$ cat src/rtl/vic_pkg.sv
package vic_pkg;

    // word addresses of the register file
    localparam logic [7:0] A_CLS_STRIDE = 8'h04; // per-class block: stat, raw, ens, enc
    localparam logic [7:0] A_SWI        = 8'h08;
    localparam logic [7:0] A_CTRL       = 8'h09;
    localparam logic [7:0] A_BASE       = 8'h0A;
    localparam logic [7:0] A_VEC0       = 8'h0B;
    localparam logic [7:0] A_EOI0       = 8'h0D;
    localparam logic [7:0] A_NEST       = 8'h0F;
    localparam logic [7:0] A_PRIO0      = 8'h10;

    localparam int NCLS       = 2;  // 0 = normal, 1 = fast
    localparam int FLD_PER_RG = 8;  // priority fields per register
    localparam int FLD_STRIDE = 4;  // bit stride of a priority field
    localparam int SWI_POS    = 1;  // source position of the software interrupt

    typedef struct packed {
        logic en_set;
        logic en_clr;
        logic ack;
        logic eoi;
    } cls_ctl_t;

    function automatic logic [7:0] cls_addr(int cls, int off);
        return 8'(cls) * A_CLS_STRIDE + 8'(off);
    endfunction

endpackage

$ cat src/rtl/vic_arb.sv
module vic_arb #(
    parameter int NSRC = 32,
    parameter int PW   = 3,
    localparam int IW  = $clog2(NSRC)
) (
    input  logic               clk,
    input  logic               rst,
    input  logic [NSRC-1:0]    pend_i,
    input  logic [NSRC*PW-1:0] prio_i,
    output logic               valid_o,
    output logic [IW-1:0]      idx_o,
    output logic [PW-1:0]      prio_o
);

    // descending scan with <= lets the lower index win a tie
    always_comb begin
        valid_o = 1'b0;
        idx_o   = '0;
        prio_o  = '1;
        for (int i = NSRC - 1; i >= 0; i--) begin
            if (pend_i[i] && (!valid_o || prio_i[i*PW +: PW] <= prio_o)) begin
                valid_o = 1'b1;
                idx_o   = IW'(i);
                prio_o  = prio_i[i*PW +: PW];
            end
        end
    end

    p_win_pending_r7: assert property (@(posedge clk) disable iff (rst)
        valid_o |-> pend_i[idx_o]);

    for (genvar g = 0; g < NSRC; g++) begin : g_chk
        p_win_best_r7: assert property (@(posedge clk) disable iff (rst)
            (valid_o && pend_i[g]) |->
            (prio_o < prio_i[g*PW +: PW] ||
             (prio_o == prio_i[g*PW +: PW] && idx_o <= IW'(g))));
    end

endmodule

$ cat src/rtl/vic_nest.sv
module vic_nest #(
    parameter int DEPTH = 8,
    parameter int PW    = 3,
    localparam int CW   = $clog2(DEPTH + 1),
    localparam int XW   = $clog2(DEPTH)
) (
    input  logic          clk,
    input  logic          rst,
    input  logic          push_i,
    input  logic          pop_i,
    input  logic [PW-1:0] din_i,
    output logic [PW-1:0] top_o,
    output logic          empty_o,
    output logic [CW-1:0] cnt_o,
    output logic          ovf_o
);

    logic [PW-1:0] mem_q [DEPTH];
    logic [CW-1:0] cnt_q;
    logic          ovf_q;
    logic          full;

    assign full    = (cnt_q == CW'(DEPTH));
    assign empty_o = (cnt_q == '0);
    assign cnt_o   = cnt_q;
    assign ovf_o   = ovf_q;
    assign top_o   = empty_o ? '0 : mem_q[XW'(cnt_q - 1'b1)];

    always_ff @(posedge clk) begin
        if (rst) begin
            cnt_q <= '0;
            ovf_q <= 1'b0;
        end else if (push_i) begin
            if (full) begin
                ovf_q <= 1'b1;
            end else begin
                mem_q[XW'(cnt_q)] <= din_i;
                cnt_q             <= cnt_q + 1'b1;
            end
        end else if (pop_i && !empty_o) begin
            cnt_q <= cnt_q - 1'b1;
        end
    end

    p_no_overflow_r12: assert property (@(posedge clk) disable iff (rst)
        cnt_q <= CW'(DEPTH));
    p_full_drop_r12: assert property (@(posedge clk) disable iff (rst)
        (push_i && full) |=> (ovf_o && $stable(cnt_q)));
    p_push_grow_r10: assert property (@(posedge clk) disable iff (rst)
        (push_i && !full) |=> (cnt_q == $past(cnt_q) + 1'b1));
    p_pop_empty_r11: assert property (@(posedge clk) disable iff (rst)
        (pop_i && !push_i && empty_o) |=> (cnt_q == '0));

endmodule

$ cat src/rtl/vic_class.sv
module vic_class
    import vic_pkg::*;
#(
    parameter int NSRC  = 32,
    parameter int PW    = 3,
    parameter int DEPTH = 8,
    localparam int IW   = $clog2(NSRC),
    localparam int CW   = $clog2(DEPTH + 1)
) (
    input  logic               clk,
    input  logic               rst,
    input  logic [NSRC-1:0]    pend_i,
    input  logic               swi_i,
    input  logic [NSRC-1:0]    wdata_i,
    input  cls_ctl_t           ctl_i,
    input  logic               vect_en_i,
    input  logic [NSRC*PW-1:0] prio_i,
    output logic [NSRC-1:0]    raw_o,
    output logic [NSRC-1:0]    stat_o,
    output logic [NSRC-1:0]    en_o,
    output logic               req_o,
    output logic [IW-1:0]      idx_o,
    output logic [CW-1:0]      cnt_o,
    output logic               ovf_o
);

    logic [NSRC-1:0] en_q;
    logic [NSRC-1:0] swi_vec;
    logic            win_valid;
    logic [PW-1:0]   win_prio;
    logic [PW-1:0]   top_prio;
    logic            stk_empty;

    assign swi_vec = {{(NSRC-1){1'b0}}, swi_i} << SWI_POS;
    assign raw_o   = pend_i | swi_vec;
    assign stat_o  = (raw_o & en_q) | swi_vec;
    assign en_o    = en_q;

    always_ff @(posedge clk) begin
        if (rst) begin
            en_q <= '0;
        end else begin
            en_q <= (en_q | (ctl_i.en_set ? wdata_i : '0))
                  & ~(ctl_i.en_clr ? wdata_i : '0);
        end
    end

    vic_arb #(.NSRC(NSRC), .PW(PW)) u_arb (
        .clk     (clk),
        .rst     (rst),
        .pend_i  (stat_o),
        .prio_i  (prio_i),
        .valid_o (win_valid),
        .idx_o   (idx_o),
        .prio_o  (win_prio)
    );

    vic_nest #(.DEPTH(DEPTH), .PW(PW)) u_nest (
        .clk     (clk),
        .rst     (rst),
        .push_i  (ctl_i.ack && vect_en_i && win_valid),
        .pop_i   (ctl_i.eoi),
        .din_i   (win_prio),
        .top_o   (top_prio),
        .empty_o (stk_empty),
        .cnt_o   (cnt_o),
        .ovf_o   (ovf_o)
    );

    always_comb begin
        if (vect_en_i) req_o = win_valid && (stk_empty || win_prio < top_prio);
        else           req_o = |stat_o;
    end

    p_unmasked_swi_r4: assert property (@(posedge clk) disable iff (rst)
        swi_i |-> stat_o[SWI_POS]);
    p_clear_wins_r3: assert property (@(posedge clk) disable iff (rst)
        (ctl_i.en_clr && !ctl_i.en_set) |=> ((en_q & $past(wdata_i)) == '0));
    p_nest_block_r10: assert property (@(posedge clk) disable iff (rst)
        (vect_en_i && req_o && !stk_empty) |-> (win_prio < top_prio));

endmodule

$ cat src/rtl/vic_top.sv
module vic_top
    import vic_pkg::*;
#(
    parameter int NSRC   = 32,
    parameter int PW     = 3,
    parameter int DEPTH  = 8,
    parameter int SYNC   = 2,
    parameter int BASE_W = 16,
    localparam int DW    = 32,
    localparam int IW    = $clog2(NSRC),
    localparam int CW    = $clog2(DEPTH + 1),
    localparam int NPREG = NSRC / FLD_PER_RG
) (
    input  logic            clk,
    input  logic            rst,
    input  logic [NSRC-1:0] src_i,
    input  logic            bus_wr,
    input  logic            bus_rd,
    input  logic [7:0]      bus_addr,
    input  logic [DW-1:0]   bus_wdata,
    output logic [DW-1:0]   bus_rdata,
    output logic            irq_o,
    output logic            fiq_o
);

    logic [NSRC-1:0]    sync_q [SYNC];
    logic [NSRC-1:0]    pend_q;
    logic [NCLS-1:0]    swi_q;
    logic [NCLS-1:0]    vect_q;
    logic [BASE_W-1:0]  base_q;
    logic [NSRC*PW-1:0] prio_q;

    logic [NSRC-1:0] raw_w  [NCLS];
    logic [NSRC-1:0] stat_w [NCLS];
    logic [NSRC-1:0] en_w   [NCLS];
    logic            req_w  [NCLS];
    logic [IW-1:0]   idx_w  [NCLS];
    logic [CW-1:0]   cnt_w  [NCLS];
    logic            ovf_w  [NCLS];
    logic [DW-1:0]   vec_w  [NCLS];
    cls_ctl_t        ctl_w  [NCLS];

    // input qualification: SYNC stages then the pending register
    always_ff @(posedge clk) begin
        if (rst) begin
            for (int s = 0; s < SYNC; s++) sync_q[s] <= '0;
            pend_q <= '0;
        end else begin
            sync_q[0] <= src_i;
            for (int s = 1; s < SYNC; s++) sync_q[s] <= sync_q[s-1];
            pend_q <= sync_q[SYNC-1];
        end
    end

    // shared configuration registers
    always_ff @(posedge clk) begin
        if (rst) begin
            swi_q  <= '0;
            vect_q <= '0;
            base_q <= '0;
            prio_q <= '0;
        end else if (bus_wr) begin
            if (bus_addr == A_SWI)  swi_q  <= bus_wdata[SWI_POS +: NCLS];
            if (bus_addr == A_CTRL) vect_q <= bus_wdata[NCLS-1:0];
            if (bus_addr == A_BASE) base_q <= bus_wdata[BASE_W-1:0];
            for (int r = 0; r < NPREG; r++) begin
                if (bus_addr == A_PRIO0 + 8'(r)) begin
                    for (int k = 0; k < FLD_PER_RG; k++)
                        prio_q[(r*FLD_PER_RG + k)*PW +: PW] <= bus_wdata[k*FLD_STRIDE +: PW];
                end
            end
        end
    end

    for (genvar c = 0; c < NCLS; c++) begin : g_cls
        assign ctl_w[c].en_set = bus_wr && bus_addr == cls_addr(c, 2);
        assign ctl_w[c].en_clr = bus_wr && bus_addr == cls_addr(c, 3);
        assign ctl_w[c].ack    = bus_rd && bus_addr == A_VEC0 + 8'(c);
        assign ctl_w[c].eoi    = bus_wr && bus_addr == A_EOI0 + 8'(c);

        vic_class #(.NSRC(NSRC), .PW(PW), .DEPTH(DEPTH)) u_cls (
            .clk       (clk),
            .rst       (rst),
            .pend_i    (pend_q),
            .swi_i     (swi_q[c]),
            .wdata_i   (bus_wdata[NSRC-1:0]),
            .ctl_i     (ctl_w[c]),
            .vect_en_i (vect_q[c]),
            .prio_i    (prio_q),
            .raw_o     (raw_w[c]),
            .stat_o    (stat_w[c]),
            .en_o      (en_w[c]),
            .req_o     (req_w[c]),
            .idx_o     (idx_w[c]),
            .cnt_o     (cnt_w[c]),
            .ovf_o     (ovf_w[c])
        );

        assign vec_w[c] = vect_q[c]
            ? ((DW'(base_q) << (IW + 2)) | (DW'(idx_w[c]) << 2))
            : '0;

        p_vec_frame_r8: assert property (@(posedge clk) disable iff (rst)
            (vec_w[c][1:0] == 2'b00) && (vec_w[c][DW-1:BASE_W+IW+2] == '0));
    end

    assign irq_o = req_w[0];
    assign fiq_o = req_w[1];

    always_comb begin
        bus_rdata = '0;
        for (int c = 0; c < NCLS; c++) begin
            if (bus_addr == cls_addr(c, 0)) bus_rdata = DW'(stat_w[c]);
            if (bus_addr == cls_addr(c, 1)) bus_rdata = DW'(raw_w[c]);
            if (bus_addr == cls_addr(c, 2)) bus_rdata = DW'(en_w[c]);
            if (bus_addr == A_VEC0 + 8'(c)) bus_rdata = vec_w[c];
        end
        if (bus_addr == A_SWI)  bus_rdata = DW'(swi_q) << SWI_POS;
        if (bus_addr == A_CTRL) bus_rdata = DW'(vect_q);
        if (bus_addr == A_BASE) bus_rdata = DW'(base_q);
        if (bus_addr == A_NEST) begin
            bus_rdata[CW-1:0]  = cnt_w[0];
            bus_rdata[4]       = ovf_w[0];
            bus_rdata[8 +: CW] = cnt_w[1];
            bus_rdata[12]      = ovf_w[1];
        end
        for (int r = 0; r < NPREG; r++) begin
            if (bus_addr == A_PRIO0 + 8'(r)) begin
                for (int k = 0; k < FLD_PER_RG; k++)
                    bus_rdata[k*FLD_STRIDE +: PW] = prio_q[(r*FLD_PER_RG + k)*PW +: PW];
            end
        end
    end

    p_latency_r5: assert property (@(posedge clk) disable iff (rst)
        ((pend_q & ~$past(pend_q) & ~$past(sync_q[SYNC-1])) == '0));

endmodule

$ cat config.mk
export PLATFORM = sky130hd
export DESIGN_NAME = vic_top
export DESIGN_NICKNAME = d
export VERILOG_FILES = /design/src/rtl/vic_pkg.sv /design/src/rtl/vic_arb.sv /design/src/rtl/vic_nest.sv /design/src/rtl/vic_class.sv /design/src/rtl/vic_top.sv
export SDC_FILE = /design/constraint.sdc
export NUM_CORES = 1
export LEC_CHECK = 0
export ABC_AREA = 1
export ABC_CLOCK_PERIOD_IN_PS = 43100
export BUFFER_PORTS_ARGS = -buffer_cell sky130_fd_sc_hd__buf_2
export CAP_MARGIN = 15
export CELL_PAD_IN_SITES_DETAIL_PLACEMENT = 0
export CELL_PAD_IN_SITES_GLOBAL_PLACEMENT = 1
export CORE_AREA = 10 10 237 239
export DETAILED_ROUTE_END_ITERATION = 12
export DIE_AREA = 0 0 247 249
export GPL_ROUTABILITY_DRIVEN = 0
export HOLD_SLACK_MARGIN = 0.06
export PLACE_DENSITY = 0.9
export SLEW_MARGIN = 25
export SYNTH_ARGS = -nofsm -noshare
export SYNTH_HDL_FRONTEND = slang
export SYNTH_SLANG_ARGS = --single-unit
$ cat constraint.sdc
create_clock -name clk -period 43.1 [get_ports clk]
set_input_delay 4.31 -clock clk [delete_from_list [all_inputs] [get_ports clk]]
set_output_delay 4.31 -clock clk [all_outputs]
set_load 0.01 [all_outputs]
# [After elaboration in Yosys (flattened, before gate mapping)]
# Memory sizes are Yosys's and may differ from the RTL's. A register that Yosys moved wholly into a read port is not among the register bits.
# Cells that the tools add are included.
[classes] n_eq_ne=23 n_reduce_logical=224 n_mux=266 n_lt_le_gt_ge=64 addsub=4 bitwise=16
[op_table] cell="32-bit two-way mux" count=17
[op_table] cell="5-bit two-way mux" count=66
[op_table] cell="3-bit two-way mux" count=98
[op_table] cell="3-bit <= comparator" count=62
[op_table] cell="32-bit bitwise AND" count=4
[op_table] cell="32-bit by 2-bit OR with 32-bit output" count=4
[op_table] cell="1-bit logical AND" count=78
[op_table] cell="1-bit two-way mux" count=77
[op_table] cell="8-bit by 4-bit equality test with 1-bit output (second input constant)" count=8
[op_table] cell="1-bit zero test" count=64
[op_table] cell="1-bit logical OR" count=64
[op_table] cell="32-bit inverter" count=2
[op_table] cell="32-bit OR" count=2
[op_table] cell="32-bit OR reduction" count=2
[op_table] cell="23-bit two-way mux" count=2
[op_table] cell="23-bit by 7-bit OR with 23-bit output" count=2
[op_table] cell="8-bit by 3-bit equality test with 1-bit output (second input constant)" count=4
[op_table] cell="8-bit by 5-bit equality test with 1-bit output (second input constant)" count=4
[op_table] cell="4-bit two-way mux" count=6
[op_table] cell="2-bit AND reduction" count=11
[op_table] cell="8-bit by 2-bit equality test with 1-bit output (second input constant)" count=2
[op_table] cell="4-bit by 1-bit adder with 4-bit output (second input constant)" count=2
[op_table] cell="4-bit equality test (second input constant)" count=2
[op_table] cell="8-bit by 1-bit equality test with 1-bit output (second input constant)" count=1
[op_table] cell="other kinds (7)" count=13
[totals] memories=3 output_inout_bits=34 word_cells=613 ramBits=112 regBits=190 in_bits=76
[mem_list] name="sync_q" depth=2 width=32 read_ports=2 rd_clocked_by_memory_dff=1 write_ports=2 line="vic_top.sv:26" rtl="logic [NSRC-1:0] sync_q [SYNC];"
[mem_list] name="g_cls[0].u_cls.u_nest.mem_q" depth=8 width=3 read_ports=1 rd_clocked_by_memory_dff=0 write_ports=1 line="vic_nest.sv:18" rtl="logic [PW-1:0] mem_q [DEPTH];"
[mem_list] name="g_cls[1].u_cls.u_nest.mem_q" depth=8 width=3 read_ports=1 rd_clocked_by_memory_dff=0 write_ports=1 line="vic_nest.sv:18"

# [Logic depth before layout (Yosys ltp)]
[depth] ltp_word=143 depth_mapped=281 ltp_nobuf=281

# [Hierarchy]
# Synthesis repeated with hierarchy kept, for this count alone.
[hier_totals] hier_cells=3743 area_unflattened_um2=25081.6
[modules_own_cells] module="vic_top" seq_area_each_um2=4244.1 area_per_inst_um2=9744.3 cells_each=1447 n_inst=1
[modules_own_cells] module="vic_arb (g_cls[1].u_cls.u_arb)" seq_area_each_um2=0.0 area_per_inst_um2=4347.9 cells_each=759 n_inst=1
[modules_own_cells] module="vic_arb (g_cls[0].u_cls.u_arb)" seq_area_each_um2=0.0 area_per_inst_um2=4302.9 cells_each=761 n_inst=1
[modules_own_cells] module="vic_class" seq_area_each_um2=640.6 area_per_inst_um2=1946.9 cells_each=249 n_inst=2
[modules_own_cells] module="vic_nest" seq_area_each_um2=820.8 area_per_inst_um2=1396.3 cells_each=139 n_inst=2

# [Least setup slack after synthesis]
# OpenSTA, ideal clock, no wires.
[synth_path] path_type="reg2out" from="register pend_q[31], read port of sync_q" to="output irq_o" n_path_buf=0 t_required_ns=38.790 stages_incl_launch_ff=267 slack_ns=6.140 t_arrival_ns=32.650 path_cell_list="dfxtp_1 -> nand2_2 -> nor2_1 -> ha_1 -> a21oi_1 -> nand2_2 -> nand2_2 -> nand2_4 -> nand2_1 -> o21ai_2 -> ha_1 -> a21oi_1 -> o21ai_1 -> nand2_1 -> nand2_2 -> nand2_2 -> o21ai_2 -> ha_1 -> (+231 left out) -> o211ai_2 -> nand2_2 -> clkinv_2 -> nand2_1 -> and2_1 -> ha_1 -> inv_1 -> nor2_1 -> o21a_1 -> o211ai_2 -> nand2_2 -> a31oi_1 -> ha_1 -> a21oi_1 -> nand2_1 -> nand2_1 -> nand2_1 -> nand2_1"
[synth_via] elab_chain_cells=132 elab_cells_between_ends=196 classes_between="order compare: 32; mux: 65; bitwise: 3; reduce/logical: 96"
[synth_lines] item="start: declaration" line="vic_top.sv:27" rtl="logic [NSRC-1:0] pend_q;"
[synth_lines] item="32-bit by 2-bit OR with 32-bit output *" line="vic_class.sv:35" rtl="assign raw_o = pend_i | swi_vec;"
[synth_lines] item="32-bit bitwise AND *" line="vic_class.sv:36" rtl="assign stat_o = (raw_o & en_q) | swi_vec;"
[synth_lines] item="32-bit by 2-bit OR with 32-bit output *" line="vic_class.sv:36"
[synth_lines] item="3-bit two-way mux / 1-bit two-way mux (equally long branches)" line="vic_arb.sv:21" rtl="if (pend_i[i] && (!valid_o || prio_i[i*PW +: PW] <= prio_o)) begin"
[synth_lines] item="3-bit <= comparator / 1-bit zero test (equally long branches)" line="vic_arb.sv:21"
[synth_lines] item="1-bit logical OR" line="vic_arb.sv:21"
[synth_lines] item="1-bit logical AND" line="vic_arb.sv:21"
[synth_lines] item="3-bit two-way mux / 1-bit two-way mux (equally long branches)" line="vic_arb.sv:21"
[synth_lines] item="(+117 left out)"
[synth_lines] item="1-bit logical OR" line="vic_arb.sv:21"
[synth_lines] item="1-bit logical AND" line="vic_arb.sv:21"
[synth_lines] item="3-bit two-way mux *" line="vic_arb.sv:21"
[synth_lines] item="net g_cls[0].u_cls.u_arb.prio_o[2]" line="vic_arb.sv:12" rtl="output logic [PW-1:0] prio_o"
[synth_lines] item="3-bit < comparator *" line="vic_class.sv:71" rtl="if (vect_en_i) req_o = win_valid && (stk_empty || win_prio < top_prio);"
[synth_lines] item="1-bit logical OR *" line="vic_class.sv:71"
[synth_lines] item="1-bit logical AND *" line="vic_class.sv:71"
[synth_lines] item="1-bit two-way mux *" line="vic_class.sv:71"
[synth_lines] item="end: declaration" line="vic_top.sv:22" rtl="output logic irq_o,"
# The timed path passes the listed nets; every way through them passes the cells marked *.

# [Worst setup path in the final report]
[layout_path] from="register pend_q[31], read port of sync_q" to="output bus_rdata[4]"
[layout_via] elab_chain_cells=143 elab_cells_between_ends=459 classes_between="order compare: 62; mux: 203; bitwise: 8; reduce/logical: 186"
[layout_lines] item="32-bit by 2-bit OR with 32-bit output" line="vic_class.sv:35"
[layout_lines] item="32-bit bitwise AND" line="vic_class.sv:36"
[layout_lines] item="32-bit by 2-bit OR with 32-bit output" line="vic_class.sv:36"
[layout_lines] item="3-bit two-way mux / 1-bit two-way mux (equally long branches)" line="vic_arb.sv:21"
[layout_lines] item="3-bit <= comparator / 1-bit zero test (equally long branches)" line="vic_arb.sv:21"
[layout_lines] item="1-bit logical OR" line="vic_arb.sv:21"
[layout_lines] item="1-bit logical AND" line="vic_arb.sv:21"
[layout_lines] item="3-bit two-way mux / 1-bit two-way mux (equally long branches)" line="vic_arb.sv:21"
[layout_lines] item="(+124 left out)"
[layout_lines] item="32-bit two-way mux" line="vic_top.sv:114" rtl="if (bus_addr == cls_addr(c, 1)) bus_rdata = DW'(raw_w[c]);"
[layout_lines] item="32-bit two-way mux" line="vic_top.sv:115" rtl="if (bus_addr == cls_addr(c, 2)) bus_rdata = DW'(en_w[c]);"
[layout_lines] item="32-bit two-way mux *" line="vic_top.sv:116" rtl="if (bus_addr == A_VEC0 + 8'(c)) bus_rdata = vec_w[c];"
[layout_lines] item="32-bit two-way mux *" line="vic_top.sv:118" rtl="if (bus_addr == A_SWI) bus_rdata = DW'(swi_q) << SWI_POS;"
[layout_lines] item="32-bit two-way mux *" line="vic_top.sv:119" rtl="if (bus_addr == A_CTRL) bus_rdata = DW'(vect_q);"
[layout_lines] item="32-bit two-way mux *" line="vic_top.sv:120" rtl="if (bus_addr == A_BASE) bus_rdata = DW'(base_q);"
[layout_lines] item="5-bit two-way mux *" line="vic_top.sv:121" rtl="if (bus_addr == A_NEST) begin"
[layout_lines] item="3-bit two-way mux * (4 in series)" line="vic_top.sv:128" rtl="if (bus_addr == A_PRIO0 + 8'(r)) begin"
[layout_lines] item="end: declaration" line="vic_top.sv:21" rtl="output logic [DW-1:0] bus_rdata,"
# Every way passes the cells marked *; elsewhere a longest branch is shown, timed or not.

==> run_results.csv <==
group,metric,value,unit
status,outcome,"finished clean",
final_layout,areaGrowthSynthToFinish,16.0,%
synthesis,synth.area.top_cells,"dfxtp_1 (24%), ha_1 (10%), nand2_1 (9.6%)",
final_layout,nets,3809,
place,hpwl,68.0,mm
grt,grt_overflow,0,
critical_path,endpoint_kind,"output port",
critical_path,criticalPathCategory,"reg -> out",
critical_path,critPathMaxStageDelay,450,ps
clocking,clk_latency,580,ps
synthesis,synth_fp_nets,3673,
place,place_area,24600,um^2
route,drt_iter0_markers,3487,
timing,slew_violations,0,
clocking,clockRootBuffer,"clkbuf_16",
synthesis,syn-instance-count,3403,
route,drc,0,
synthesis,ys_ff_latch,334,
clocking,cts_sinks,334,
clocking,cts.clk_slew.worst_paths,60,ps
synthesis,synth_area_leader_cell,"dfxtp_1",
final_layout,fillers,4986,
timing,hold_viol,0,
floorplanning,start_util,0.457,
critical_path,crit_slowest_cell,"a2111oi_4",
synthesis,ys.warnings.count,0,
route,ant_nets,0,
route,wl,92.4,mm
grt,grt_pass1_wl,135,mm
timing,worst_pin_slew,1060,ps
clocking,hold_buffers,0,
final_layout,drive_above_1_share,0.165,
place,port_buffers,109,
synthesis,synthFlopType,"dfxtp_1",
grt,grt_util_all_layers,0.283,
synthesis,synth_edf_count,48,
clocking,cts_tree,"built",
run,cap_violations,0,
floorplanning,die_area,61500,um^2
min_path,hp-class,"reg -> reg",
grt,grt_max_degree,94,
final_layout,antenna_cells,0,
synthesis,ys_seq_area_frac,0.306,
synthesis,avgSynthCellArea,6.87,um^2
final_layout,final_cell_area,27100,um^2
clocking,cts_buffers,38,
synthesis,syn_area,23400,um^2
power,p_per_area,25.4,nW/um^2
route,via_per_inst,5.87,
timing,clock.fmax,24.5,MHz
floorplanning,coreArea,51200,um^2
final_layout,final_util,0.530,
timing,finalClockSkew,23.3,ps
timing,holdWs,393,ps
route,num_vias,24900,
critical_path,setup.worst_path.start_class,"flop",
final_layout,final_common_cell,"nand2_1",
critical_path,cpMostUsedCell,"nand2_1",
floorplanning,die_h,249,um
synthesis,netlist-cell-type-count,57,
power,leakage,12.2,nW
synthesis,yosysTopAreaCellShare,0.245,
clocking,cts_htree_levels,2,
final_layout,final_cell_mix,"nand2_1 (567), inv_1 (433), nor2_1 (314)",
floorplanning,rows,83,
route,avgRoutedWirePerCell,21.8,um
timing,slew_headroom,0.291,
critical_path,crit_arrival,36480,ps
power,vdd_drop_max,24.7,uV
grt,grt_pass1_vias,22000,
timing,period_needed,40790,ps
floorplanning,die_x,247,um
floorplanning,io_pins,110,
timing,post-route-period-util,0.946,
clocking,clockBufferDepth,3,
grt,antenna_found_initial,8,
route,firstDrtPassIters,8,
critical_path,path_max_fanout,7,
critical_path,cp.required,38790,ps
synthesis,synthArstFlopShare,0,
timing,finalSetupViolations,0,
[power breakdown]
part,total (W),internal (W),switching [W]
Combinational,0.0000285,0.00000705,0.0000214
Sequential,0.000322,0.000319,0.00000271
Clock,0.000340,0.000195,0.000145
[metrics by stage]
step	std cells	setup slack [ps]	total power (W)	setup TNS (ps)
final	4247	2310	0.000690	0
after global routing	4247	-586	0.000704	-2870
after CTS	4167	433	0.000689	0
after detailed placement	4099	1260	0.000355	0
after global placement	4099	1130	0.000355	0
after floorplan	3403	6140	0.000340	0
[final timing paths]
path                startpoint                                end  slack, ps  cells after the start
setup reg to reg    pend_q[31]  g_cls[0].u_cls.u_nest.mem_q[0][2]       7940                    258
setup / recovery    pend_q[31]                       bus_rdata[4]       2310                    267
hold reg to reg   sync_q[0][3]                       sync_q[1][3]        390                      2
hold / removal    sync_q[0][3]                       sync_q[1][3]        390                      2
[sequential cells by signal, indices dropped and copies added, names as in the netlist]
name	cells
swi_q	2
base_q	16
sync_q	64
g_cls.u_cls.u_nest.ovf_o	2
prio_q	96
vect_q	2
g_cls.u_cls.u_nest.mem_q	48
pend_q	32
g_cls.u_cls.u_nest.cnt_o	8
g_cls.u_cls.en_o	64
[logic make-up (layout without fill, tap and decap cells)]
kind of cell	count (synthesis)	in the layout	share of synthesized area
AO/OA/AOI/OAI	828	828	0.212
XOR/XNOR	4	4	0.00150
adder cells (fa/ha/maj)	194	194	0.104
buffers and inverters	624	788	0.102
flip-flops	334	334	0.306
multiplexers	5	5	0.00214
AND/OR/NAND/NOR	1414	1414	0.272
[critical path, delay by kind of cell, from the launching register on]
family | cells | cell delay (ps)
adders and majority gates | 31 | 8700
DFF | 1 | 370
and+or+nand+nor | 122 | 11740
AOI/OAI and AO/OA | 71 | 11500
buffers and inverters | 43 | 3600
[cells in the mapped netlist, drive strengths merged, types with 33 or more instances]
library cell,n
o21a,33
clkbuf,116
o211ai,67
nor2,337
dfxtp,286
and2,64
ha,194
inv,491
nand2,642
o21ai,326
a21oi,261
o2111ai,37
nand3,314
edfxtp,48
[final cells by class]
| cell class | instances | area [um^2] | area share |
|---|---|---|---|
| Inverter | 505 | 1940 | 0.0716 |
| Sequential cell | 334 | 7170 | 0.264 |
| Clock inverter | 18 | 224 | 0.00825 |
| Clock buffer | 50 | 1040 | 0.0382 |
| Multi-Input combinational cell | 2445 | 14600 | 0.536 |
| Tap cell | 680 | 851 | 0.0314 |
| Timing Repair Buffer | 215 | 1360 | 0.0501 |
[per-layer routing]
metal / up-vias / track usage / part of all wire
met5: - / 0 / 0.00076
met4: 12 / 0.133 / 0.053
met3: 306 / 0.0748 / 0.13
met2: 1503 / 0.399 / 0.40
met1: 11300 / 0.391 / 0.41
li1: 11800 / - / -
[timing repair]
item / in CTS / in global routing
buffers inserted: 0 / 80
setup endpoints to repair: 0 / 7
gates resized for setup: 0 / 188
hold endpoints to repair: 0 / 0
(Power assumes the default switching activity.)
